File: src/rtl/nrs_pkg.sv
package nrs_pkg;

    localparam int TIM_W    = 4;
    localparam int ID_BYTES = 5;

    localparam logic [7:0] CMD_RESET   = 8'hFF;
    localparam logic [7:0] CMD_IDENT   = 8'h90;
    localparam logic [7:0] CMD_PAGE_RD = 8'h00;
    localparam logic [7:0] CMD_CONFIRM = 8'h30;
    localparam logic [7:0] ID_ADDR     = 8'h00;

    typedef enum logic [3:0] {
        ST_IDLE,
        ST_RST_CMD,
        ST_ID_CMD,
        ST_ID_ADDR,
        ST_RD_CMD,
        ST_COL,
        ST_ROW,
        ST_CONF,
        ST_WAIT,
        ST_READ,
        ST_OUT
    } seq_state_e;

    typedef enum logic [1:0] {
        PH_SETUP,
        PH_PULSE,
        PH_HOLD
    } strobe_ph_e;

    typedef struct packed {
        logic [TIM_W-1:0] setup;
        logic [TIM_W-1:0] pulse;
        logic [TIM_W-1:0] hold;
    } strobe_tim_t;

    function automatic logic [TIM_W-1:0] clamp_len(input int v);
        if (v < 1)
            return TIM_W'(1);
        else if (v > (1 << TIM_W) - 1)
            return {TIM_W{1'b1}};
        else
            return TIM_W'(v);
    endfunction

    function automatic logic is_cmd_state(input seq_state_e s);
        return (s == ST_RST_CMD) || (s == ST_ID_CMD) ||
               (s == ST_RD_CMD)  || (s == ST_CONF);
    endfunction

    function automatic logic is_addr_state(input seq_state_e s);
        return (s == ST_ID_ADDR) || (s == ST_COL) || (s == ST_ROW);
    endfunction

endpackage

File: src/rtl/nrs_bank_decode.sv
module nrs_bank_decode (
    input  logic       active,
    input  logic [1:0] bank,
    output logic [1:0] ce_n,
    output logic       sel2,
    output logic       wp_n
);
    always_comb begin
        if (!active) begin
            ce_n = 2'b11;
            sel2 = 1'b0;
        end else begin
            ce_n = bank[0] ? 2'b01 : 2'b10;
            sel2 = bank[1];
        end
        wp_n = ~active;
    end
endmodule

File: src/rtl/nrs_strobe_timer.sv
module nrs_strobe_timer
    import nrs_pkg::*;
(
    input  logic        clk,
    input  logic        rst,
    input  logic        run,
    input  strobe_tim_t tim,
    output logic        in_pulse,
    output logic        last_pulse,
    output logic        byte_end
);
    strobe_ph_e       ph;
    logic [TIM_W-1:0] cnt;
    logic [TIM_W-1:0] len;
    logic             ph_last;

    always_comb begin
        case (ph)
            PH_SETUP: len = tim.setup;
            PH_PULSE: len = tim.pulse;
            default:  len = tim.hold;
        endcase
    end

    assign ph_last = (cnt == len - TIM_W'(1));

    always_ff @(posedge clk) begin
        if (rst || !run) begin
            ph  <= PH_SETUP;
            cnt <= '0;
        end else if (ph_last) begin
            cnt <= '0;
            case (ph)
                PH_SETUP: ph <= PH_PULSE;
                PH_PULSE: ph <= PH_HOLD;
                default:  ph <= PH_SETUP;
            endcase
        end else begin
            cnt <= cnt + TIM_W'(1);
        end
    end

    assign in_pulse   = run && (ph == PH_PULSE);
    assign last_pulse = in_pulse && ph_last;
    assign byte_end   = run && (ph == PH_HOLD) && ph_last;

    // the pulse phase never outlasts its programmed length
    p_pulse_len_r7: assert property (@(posedge clk) disable iff (rst)
        (run && ph == PH_PULSE) |-> (cnt < tim.pulse));

    // a phase counter left idle always restarts from setup
    p_restart_r7: assert property (@(posedge clk) disable iff (rst)
        !run |=> (ph == PH_SETUP && cnt == '0));

endmodule

File: src/rtl/nrs_addr_ser.sv
module nrs_addr_ser #(
    parameter int COL_W = 16,
    parameter int ROW_W = 24
) (
    input  logic             clk,
    input  logic             rst,
    input  logic             load,
    input  logic [COL_W-1:0] col_in,
    input  logic [ROW_W-1:0] row_in,
    input  logic             shift_col,
    input  logic             shift_row,
    output logic [7:0]       col_byte,
    output logic [7:0]       row_byte
);
    logic [COL_W-1:0] col_q;
    logic [ROW_W-1:0] row_q;

    always_ff @(posedge clk) begin
        if (rst) begin
            col_q <= '0;
            row_q <= '0;
        end else if (load) begin
            col_q <= col_in;
            row_q <= row_in;
        end else begin
            if (shift_col) col_q <= col_q >> 8;
            if (shift_row) row_q <= row_q >> 8;
        end
    end

    assign col_byte = col_q[7:0];
    assign row_byte = row_q[7:0];
endmodule

File: src/rtl/nand_rd_seq.sv
module nand_rd_seq
    import nrs_pkg::*;
#(
    parameter int COL_W      = 16,
    parameter int ROW_W      = 24,
    parameter int CYC_W      = 3,
    parameter int CNT_W      = 16,
    parameter int TMO_CYCLES = 1024,
    parameter int NRM_SETUP  = 1,
    parameter int NRM_PULSE  = 3,
    parameter int NRM_HOLD   = 1,
    parameter int ID_SETUP   = 3,
    parameter int ID_PULSE   = 5,
    parameter int ID_HOLD    = 3
) (
    input  logic             clk,
    input  logic             rst,
    input  logic             start,
    input  logic             op_ident,
    input  logic [1:0]       bank,
    input  logic [COL_W-1:0] col_addr,
    input  logic [ROW_W-1:0] row_addr,
    input  logic [CYC_W-1:0] col_cycles,
    input  logic [CYC_W-1:0] row_cycles,
    input  logic [CNT_W-1:0] byte_count,
    output logic             busy,
    output logic             done,
    output logic             err,
    output logic             m_valid,
    output logic [7:0]       m_data,
    input  logic             m_ready,
    output logic [1:0]       nand_ce_n,
    output logic             nand_sel2,
    output logic             nand_wp_n,
    output logic             nand_cle,
    output logic             nand_ale,
    output logic             nand_we_n,
    output logic             nand_re_n,
    output logic [7:0]       nand_dq_out,
    output logic             nand_dq_oe,
    input  logic [7:0]       nand_dq_in,
    input  logic             nand_rb
);
    localparam int TMO_W = $clog2(TMO_CYCLES + 1);
    localparam logic [TMO_W-1:0] TMO_LAST = TMO_W'(TMO_CYCLES - 1);

    localparam strobe_tim_t TIM_NRM = '{setup: clamp_len(NRM_SETUP),
                                        pulse: clamp_len(NRM_PULSE),
                                        hold:  clamp_len(NRM_HOLD)};
    localparam strobe_tim_t TIM_ID  = '{setup: clamp_len(ID_SETUP),
                                        pulse: clamp_len(ID_PULSE),
                                        hold:  clamp_len(ID_HOLD)};

    seq_state_e       state;
    logic [1:0]       bank_q;
    logic             id_q;
    logic [CYC_W-1:0] ncol_q;
    logic [CYC_W-1:0] nrow_q;
    logic [CNT_W-1:0] rem_q;
    logic [7:0]       data_q;
    logic [TMO_W-1:0] wcnt;
    logic             done_q;
    logic             err_q;

    logic             run;
    logic             in_pulse;
    logic             last_pulse;
    logic             byte_end;
    logic             take;
    logic [7:0]       col_byte;
    logic [7:0]       row_byte;
    strobe_tim_t      tim_sel;

    assign take    = (state == ST_IDLE) && start;
    assign run     = is_cmd_state(state) || is_addr_state(state) || (state == ST_READ);
    assign tim_sel = id_q ? TIM_ID : TIM_NRM;

    nrs_strobe_timer u_timer (
        .clk        (clk),
        .rst        (rst),
        .run        (run),
        .tim        (tim_sel),
        .in_pulse   (in_pulse),
        .last_pulse (last_pulse),
        .byte_end   (byte_end)
    );

    nrs_addr_ser #(.COL_W(COL_W), .ROW_W(ROW_W)) u_addr (
        .clk       (clk),
        .rst       (rst),
        .load      (take),
        .col_in    (col_addr),
        .row_in    (row_addr),
        .shift_col ((state == ST_COL) && byte_end),
        .shift_row ((state == ST_ROW) && byte_end),
        .col_byte  (col_byte),
        .row_byte  (row_byte)
    );

    nrs_bank_decode u_bank (
        .active (state != ST_IDLE),
        .bank   (bank_q),
        .ce_n   (nand_ce_n),
        .sel2   (nand_sel2),
        .wp_n   (nand_wp_n)
    );

    always_ff @(posedge clk) begin
        if (rst) begin
            state  <= ST_IDLE;
            bank_q <= '0;
            id_q   <= 1'b0;
            ncol_q <= '0;
            nrow_q <= '0;
            rem_q  <= '0;
            data_q <= '0;
            wcnt   <= '0;
            done_q <= 1'b0;
            err_q  <= 1'b0;
        end else begin
            done_q <= 1'b0;
            err_q  <= 1'b0;
            wcnt   <= '0;
            case (state)
                ST_IDLE: begin
                    if (start) begin
                        bank_q <= bank;
                        id_q   <= op_ident;
                        ncol_q <= col_cycles;
                        nrow_q <= row_cycles;
                        rem_q  <= op_ident ? CNT_W'(ID_BYTES) : byte_count;
                        state  <= op_ident ? ST_RST_CMD : ST_RD_CMD;
                    end
                end
                ST_RST_CMD: if (byte_end) state <= ST_ID_CMD;
                ST_ID_CMD:  if (byte_end) state <= ST_ID_ADDR;
                ST_ID_ADDR: if (byte_end) state <= ST_READ;
                ST_RD_CMD: begin
                    if (byte_end) begin
                        if (ncol_q != '0)      state <= ST_COL;
                        else if (nrow_q != '0) state <= ST_ROW;
                        else                   state <= ST_CONF;
                    end
                end
                ST_COL: begin
                    if (byte_end) begin
                        ncol_q <= ncol_q - CYC_W'(1);
                        if (ncol_q == CYC_W'(1))
                            state <= (nrow_q != '0) ? ST_ROW : ST_CONF;
                    end
                end
                ST_ROW: begin
                    if (byte_end) begin
                        nrow_q <= nrow_q - CYC_W'(1);
                        if (nrow_q == CYC_W'(1)) state <= ST_CONF;
                    end
                end
                ST_CONF: if (byte_end) state <= ST_WAIT;
                ST_WAIT: begin
                    if (nand_rb) begin
                        if (rem_q == '0) begin
                            state  <= ST_IDLE;
                            done_q <= 1'b1;
                        end else begin
                            state <= ST_READ;
                        end
                    end else if (wcnt == TMO_LAST) begin
                        state <= ST_IDLE;
                        err_q <= 1'b1;
                    end else begin
                        wcnt <= wcnt + TMO_W'(1);
                    end
                end
                ST_READ: begin
                    if (last_pulse) data_q <= nand_dq_in;
                    if (byte_end)   state  <= ST_OUT;
                end
                ST_OUT: begin
                    if (m_ready) begin
                        rem_q <= rem_q - CNT_W'(1);
                        if (rem_q == CNT_W'(1)) begin
                            state  <= ST_IDLE;
                            done_q <= 1'b1;
                        end else begin
                            state <= ST_READ;
                        end
                    end
                end
                default: state <= ST_IDLE;
            endcase
        end
    end

    always_comb begin
        case (state)
            ST_RST_CMD: nand_dq_out = CMD_RESET;
            ST_ID_CMD:  nand_dq_out = CMD_IDENT;
            ST_ID_ADDR: nand_dq_out = ID_ADDR;
            ST_RD_CMD:  nand_dq_out = CMD_PAGE_RD;
            ST_COL:     nand_dq_out = col_byte;
            ST_ROW:     nand_dq_out = row_byte;
            ST_CONF:    nand_dq_out = CMD_CONFIRM;
            default:    nand_dq_out = 8'h00;
        endcase
    end

    assign nand_cle   = is_cmd_state(state);
    assign nand_ale   = is_addr_state(state);
    assign nand_dq_oe = nand_cle || nand_ale;
    assign nand_we_n  = !(nand_dq_oe && in_pulse);
    assign nand_re_n  = !((state == ST_READ) && in_pulse);
    assign busy       = (state != ST_IDLE);
    assign done       = done_q;
    assign err        = err_q;
    assign m_valid    = (state == ST_OUT);
    assign m_data     = data_q;

    // nothing is selected or strobed when idle
    p_idle_quiet_r1: assert property (@(posedge clk) disable iff (rst)
        !busy |-> (nand_ce_n == 2'b11 && !nand_sel2 && nand_we_n && nand_re_n));

    // exactly one chip enable is low while an operation runs
    p_ce_onehot_r2: assert property (@(posedge clk) disable iff (rst)
        busy |-> ($countones(~nand_ce_n) == 1));

    // the bank selection holds for the whole operation
    p_bank_steady_r2: assert property (@(posedge clk) disable iff (rst)
        (busy && $past(busy)) |-> ($stable(nand_ce_n) && $stable(nand_sel2)));

    // write protect held during every operation
    p_wp_held_r8: assert property (@(posedge clk) disable iff (rst)
        busy |-> !nand_wp_n);

    // a stalled byte keeps its value
    p_hold_byte_r9: assert property (@(posedge clk) disable iff (rst)
        (m_valid && !m_ready) |=> (m_valid && $stable(m_data)));

    // no read strobe while a byte waits on the stream
    p_no_re_pending_r9: assert property (@(posedge clk) disable iff (rst)
        m_valid |-> nand_re_n);

    // write and read strobes never overlap
    p_strobe_excl_r7: assert property (@(posedge clk) disable iff (rst)
        !(!nand_we_n && !nand_re_n));

    // an abort and a completion never coincide
    p_end_excl_r10: assert property (@(posedge clk) disable iff (rst)
        !(done && err));

    // the error pulse leaves the bank released
    p_err_release_r10: assert property (@(posedge clk) disable iff (rst)
        err |-> (nand_ce_n == 2'b11 && !busy));

    // done arrives with the bank released
    p_done_release_r11: assert property (@(posedge clk) disable iff (rst)
        done |-> (nand_ce_n == 2'b11 && !busy));

endmodule

File: config.mk
export PLATFORM = sky130hd
export DESIGN_NAME = nand_rd_seq
export DESIGN_NICKNAME = d
export VERILOG_FILES = /design/src/rtl/nrs_pkg.sv /design/src/rtl/nrs_bank_decode.sv /design/src/rtl/nrs_strobe_timer.sv /design/src/rtl/nrs_addr_ser.sv /design/src/rtl/nand_rd_seq.sv
export SDC_FILE = /design/constraint.sdc
export NUM_CORES = 1
export LEC_CHECK = 0
export BUFFER_PORTS_ARGS = -buffer_cell sky130_fd_sc_hd__buf_2
export CELL_PAD_IN_SITES_DETAIL_PLACEMENT = 1
export CELL_PAD_IN_SITES_GLOBAL_PLACEMENT = 2
export CORE_MARGIN = 5
export CORE_UTILIZATION = 28
export DETAILED_ROUTE_END_ITERATION = 12
export HOLD_SLACK_MARGIN = 0.12
export PLACE_DENSITY = 0.78
export SETUP_SLACK_MARGIN = 0.3
export SLEW_MARGIN = 15
export SYNTH_ARGS = -nofsm -noshare
export SYNTH_HDL_FRONTEND = slang
export SYNTH_SLANG_ARGS = --single-unit
File: constraint.sdc
create_clock -name clk -period 2.43 [get_ports clk]
set_input_delay 0.486 -clock clk [delete_from_list [all_inputs] [get_ports clk]]
set_output_delay 0.486 -clock clk [all_outputs]
set_load 0.1 [all_outputs]
==> results.json <==
{
  "n_antenna_cell": 0,
  "timing.critical_path.arrival_ns": 1.75,
  "core.rowCount": 48,
  "timing.fmax_ghz": 0.447,
  "min-delay-path-class": "primary input to flop",
  "tritoncts_clock_tree": "built",
  "port_buffers": 106,
  "num_io_pins": 107,
  "setup.worst_path.start": "state[2]",
  "layout_worst_path_cycle_share_pct": 92.1,
  "utilization_pct": 42.8,
  "cp-start-kind": "flop",
  "via_count": 5119,
  "grt_pass1_vias": 5448,
  "static-leakage-power_nw": 2.97,
  "htree_num_levels": 3,
  "cts_buffers": 9,
  "die_height_um": 142,
  "cp_data_required_time_ns": 1.94,
  "hold_path_end": "m_data[2]",
  "grt_setup_unrepaired": "true",
  "drt-total-wl_um": 18200,
  "skew_ns": 0.00759,
  "cts.clk_slew.worst_paths_ns": 0.07,
  "global_route_wire_length_before_repair_um": 27600,
  "start_util_pct": 28.4,
  "worstPathCellList": "clkinvlp_4 > nor3_2 > buf_6 > nand2_4 > a21oi_4 > buf_12",
  "timing.max_slew.rel_slack_pct": 48.6,
  "startpoint_of_the_lowest_slack_register_to_register_path": "u_timer.ph[0]",
  "synth.yosys.seq_area_share_pct": 39.4,
  "antenna_found_initial": 0,
  "areaGrowthSynthToFinish_pct": 50.7,
  "ys_warn_count": 0,
  "ctsRootBufferMaster": "clkbuf_16",
  "synth_ff_type": "dfxtp_1",
  "worst_hold_startpoint": "nand_dq_in[2]",
  "hold-worst-slack_ns": 0.365,
  "critical_path.slowest_cell": "dfxtp_4",
  "cts-root-to-sink-buffers": 2,
  "worst_ir_drop_vdd_mv": 1.10,
  "cts.sink_count": 96,
  "worstHoldPathCells": 3,
  "first_iter_violations": 196,
  "later_pin_clock_latency_in_the_skew_report_ns": 0.35,
  "core_area_um2": 17200,
  "number_of_flops_mapped_to_enable_cells_by_yosys": 0,
  "timing_worst_slew_pin_value_ns": 0.765,
  "post-synth-top-area-cell": "dfxtp_1",
  "ys_types": 62,
  "place.gp.congestion": 0.847,
  "area_share_of_the_largest_cell_type_after_synthesis_pct": 39.4,
  "globalRouteOverflowTotal": 0,
  "endpoint_kind": "primary output",
  "setup_viol": 0,
  "post_synth_instance_area_um2": 4870,
  "ys_seq_elements": 96,
  "cts_hold_buffers": 0,
  "nets": 852,
  "chipWidth_um": 142,
  "cap_viol_max_count": 0,
  "count_of_antenna_violating_nets_left_after_detailed_routing": 0,
  "avgViaCountPerCell": 5.17,
  "place_hpwl_um": 12200,
  "drv_slew": 0,
  "finalHoldViolations": 0,
  "synthArstFlopShare_pct": 0,
  "postSynthCellCount": 607,
  "run_status": "finished clean",
  "worstSetupPathType": "flop to primary output",
  "total_routing_usage_gr_pct": 17.0,
  "reg2reg_to": "u_addr.col_q[1]",
  "post-route-drc-count": 0,
  "design.die.area_um2": 20100,
  "firstDrtPassIters": 4,
  "drive_above_1_share_pct": 38.4,
  "regToRegSetupSlack_ns": 0.22,
  "crit_fanout": 5,
  "syn-mean-instance-area_um2": 8.03,
  "post_drt_wl_per_cell_um": 18.3,
  "number_of_cells_traversed_by_the_worst_register_to_register_path": 7,
  "post_synth_main_area_contributors": "dfxtp_1 39%, nor2_1 7.4%, nand2_1 6.9%",
  "max_stage_delay_ns": 0.40,
  "syn_nets": 697,
  "report.power.total_mw": 10.7,
  "grt_max_degree": 30,
  "cellPowerDensity_nw_per_um2": 1460,
  "post-route-min-period_ns": 2.24
}
registers in the layout (all words and copies together) (netlist names):
name,flops
m_data,8
wcnt,11
id_q,1
rem_q,16
u_addr.col_q,16
bank_q,2
err,1
ncol_q,3
u_addr.row_q,24
done,1
state,4
u_timer.cnt,4
u_timer.ph,2
nrow_q,3
placed cells by master, fill, tap and decap left out, types with 3 or more instances in the layout:
cell type  synthesis  final
dfxtp_1           96     90
buf_2              4     87
nand2_1           90     82
nor2_1            96     75
buf_4              2     54
a21oi_1           38     29
a22oi_1           22     22
buf_12             0     22
inv_1             18     15
nor3_1            16     14
nor2_4             0     13
o21ai_0           29     13
a311oi_2          10     13
clkbuf_16          0     12
buf_6              3     12
a311oi_1          14     11
ha_1              12     11
o21ai_1            1     10
nand3_1           10     10
mux2i_1           10     10
a21oi_4            0      9
and3_1             9      9
xor2_1             9      8
nor2_2             0      8
o21ai_2            0      7
nand2_4            0      6
nand2b_1           6      6
a31oi_1            5      5
nor2b_4            0      4
nand4_1            4      4
inv_6              0      4
dfxtp_4            0      4
nor4_1             4      3
o2bb2ai_1          3      3
a211oi_1           4      3
and4_1             3      3
nor2b_1            7      3
xnor2_1            3      3
o211ai_1           3      3
timing repair:
| action | 4_1_cts | 5_1_grt |
|---|---|---|
| endpoints found under the hold margin | 0 | 0 |
| gates resized for setup | 44 | 70 |
| endpoints found under the setup margin | 67 | 73 |
| buffers inserted | 28 | 15 |
| pin swaps | 17 | 35 |
| cloned | 2 | 4 |
how the worst max path moves through the flow:
stage,to,slack [ns],depth (start not counted)
after floorplan,m_data[7],-0.18,7
after global placement,state[2],0.15,7
after detailed placement,u_addr.row_q[3],0.06,8
after CTS,nand_dq_out[0],0.19,6
after global routing,nand_dq_out[1],0.14,6
final,nand_dq_out[1],0.19,6
critical path: cells and delay by family, from the launching register on:
family | cells | cell delay [ns]
AO/OA/AOI/OAI | 1 | 0.19
buffers and inverters | 3 | 0.52
flip-flops | 1 | 0.40
AND/OR/NAND/NOR | 2 | 0.28
synthesized netlist by cell type, drive strengths merged, types with 4 or more instances:
cell,instances
nand2,90
o21ai,32
nor2,96
a211oi,6
buf,12
a31oi,5
nor4,5
and3,9
ha,12
clkbuf,26
a311oi,24
inv,18
nor3,16
mux2i,10
a21oi,38
dfxtp,96
xor2,9
nand4,4
nor2b,7
nand2b,6
nand3,10
a22oi,22
routing by layer:
metal / track usage, % / wire length [um]
met1: 20.2 / 7840
met3: 3.90 / 581
met2: 30.1 / 9440
met5: 0 / 0
met4: 5.71 / 308
layout make-up:
cell class | instances | area [um2]
well taps | 225 | 282
repair buffers | 181 | 1550
clock inverters | 6 | 73.8
fillers | 2023 | 9830
multi-input cells | 455 | 3200
inverters | 19 | 78.8
flip-flops and latches | 96 | 1940
clock buffers | 9 | 225
stage by stage:
step | setup slack [ns] | TNS (ns) | instances | cell area [um2]
6_report | 0.191 | 0 | 991 | 7350
5_1_grt | 0.139 | 0 | 991 | 7350
3_3_place_gp | 0.149 | 0 | 927 | 6150
3_5_place_dp | 0.0593 | 0 | 927 | 6150
4_1_cts | 0.187 | 0 | 972 | 6900
2_1_floorplan | -0.176 | -1.52 | 607 | 5200
logic make-up after synthesis:
group	Yosys count	synth area share (%)
flip-flops	96	39.4
multiplexers	12	2.52
adder cells (fa/ha/maj)	12	3.08
XOR/XNOR	12	2.16
AO/OA/AOI/OAI	156	23.5
AND/OR/NAND/NOR	262	24.2
buffers and inverters	57	5.11
power breakdown:
group	internal, mW	switching, mW	total, mW
logic	2.86	4.01	6.87
clock network	0.810	0.674	1.48
registers	1.96	0.396	2.36
total	5.63	5.08	10.7
(Power assumes the default switching activity.)
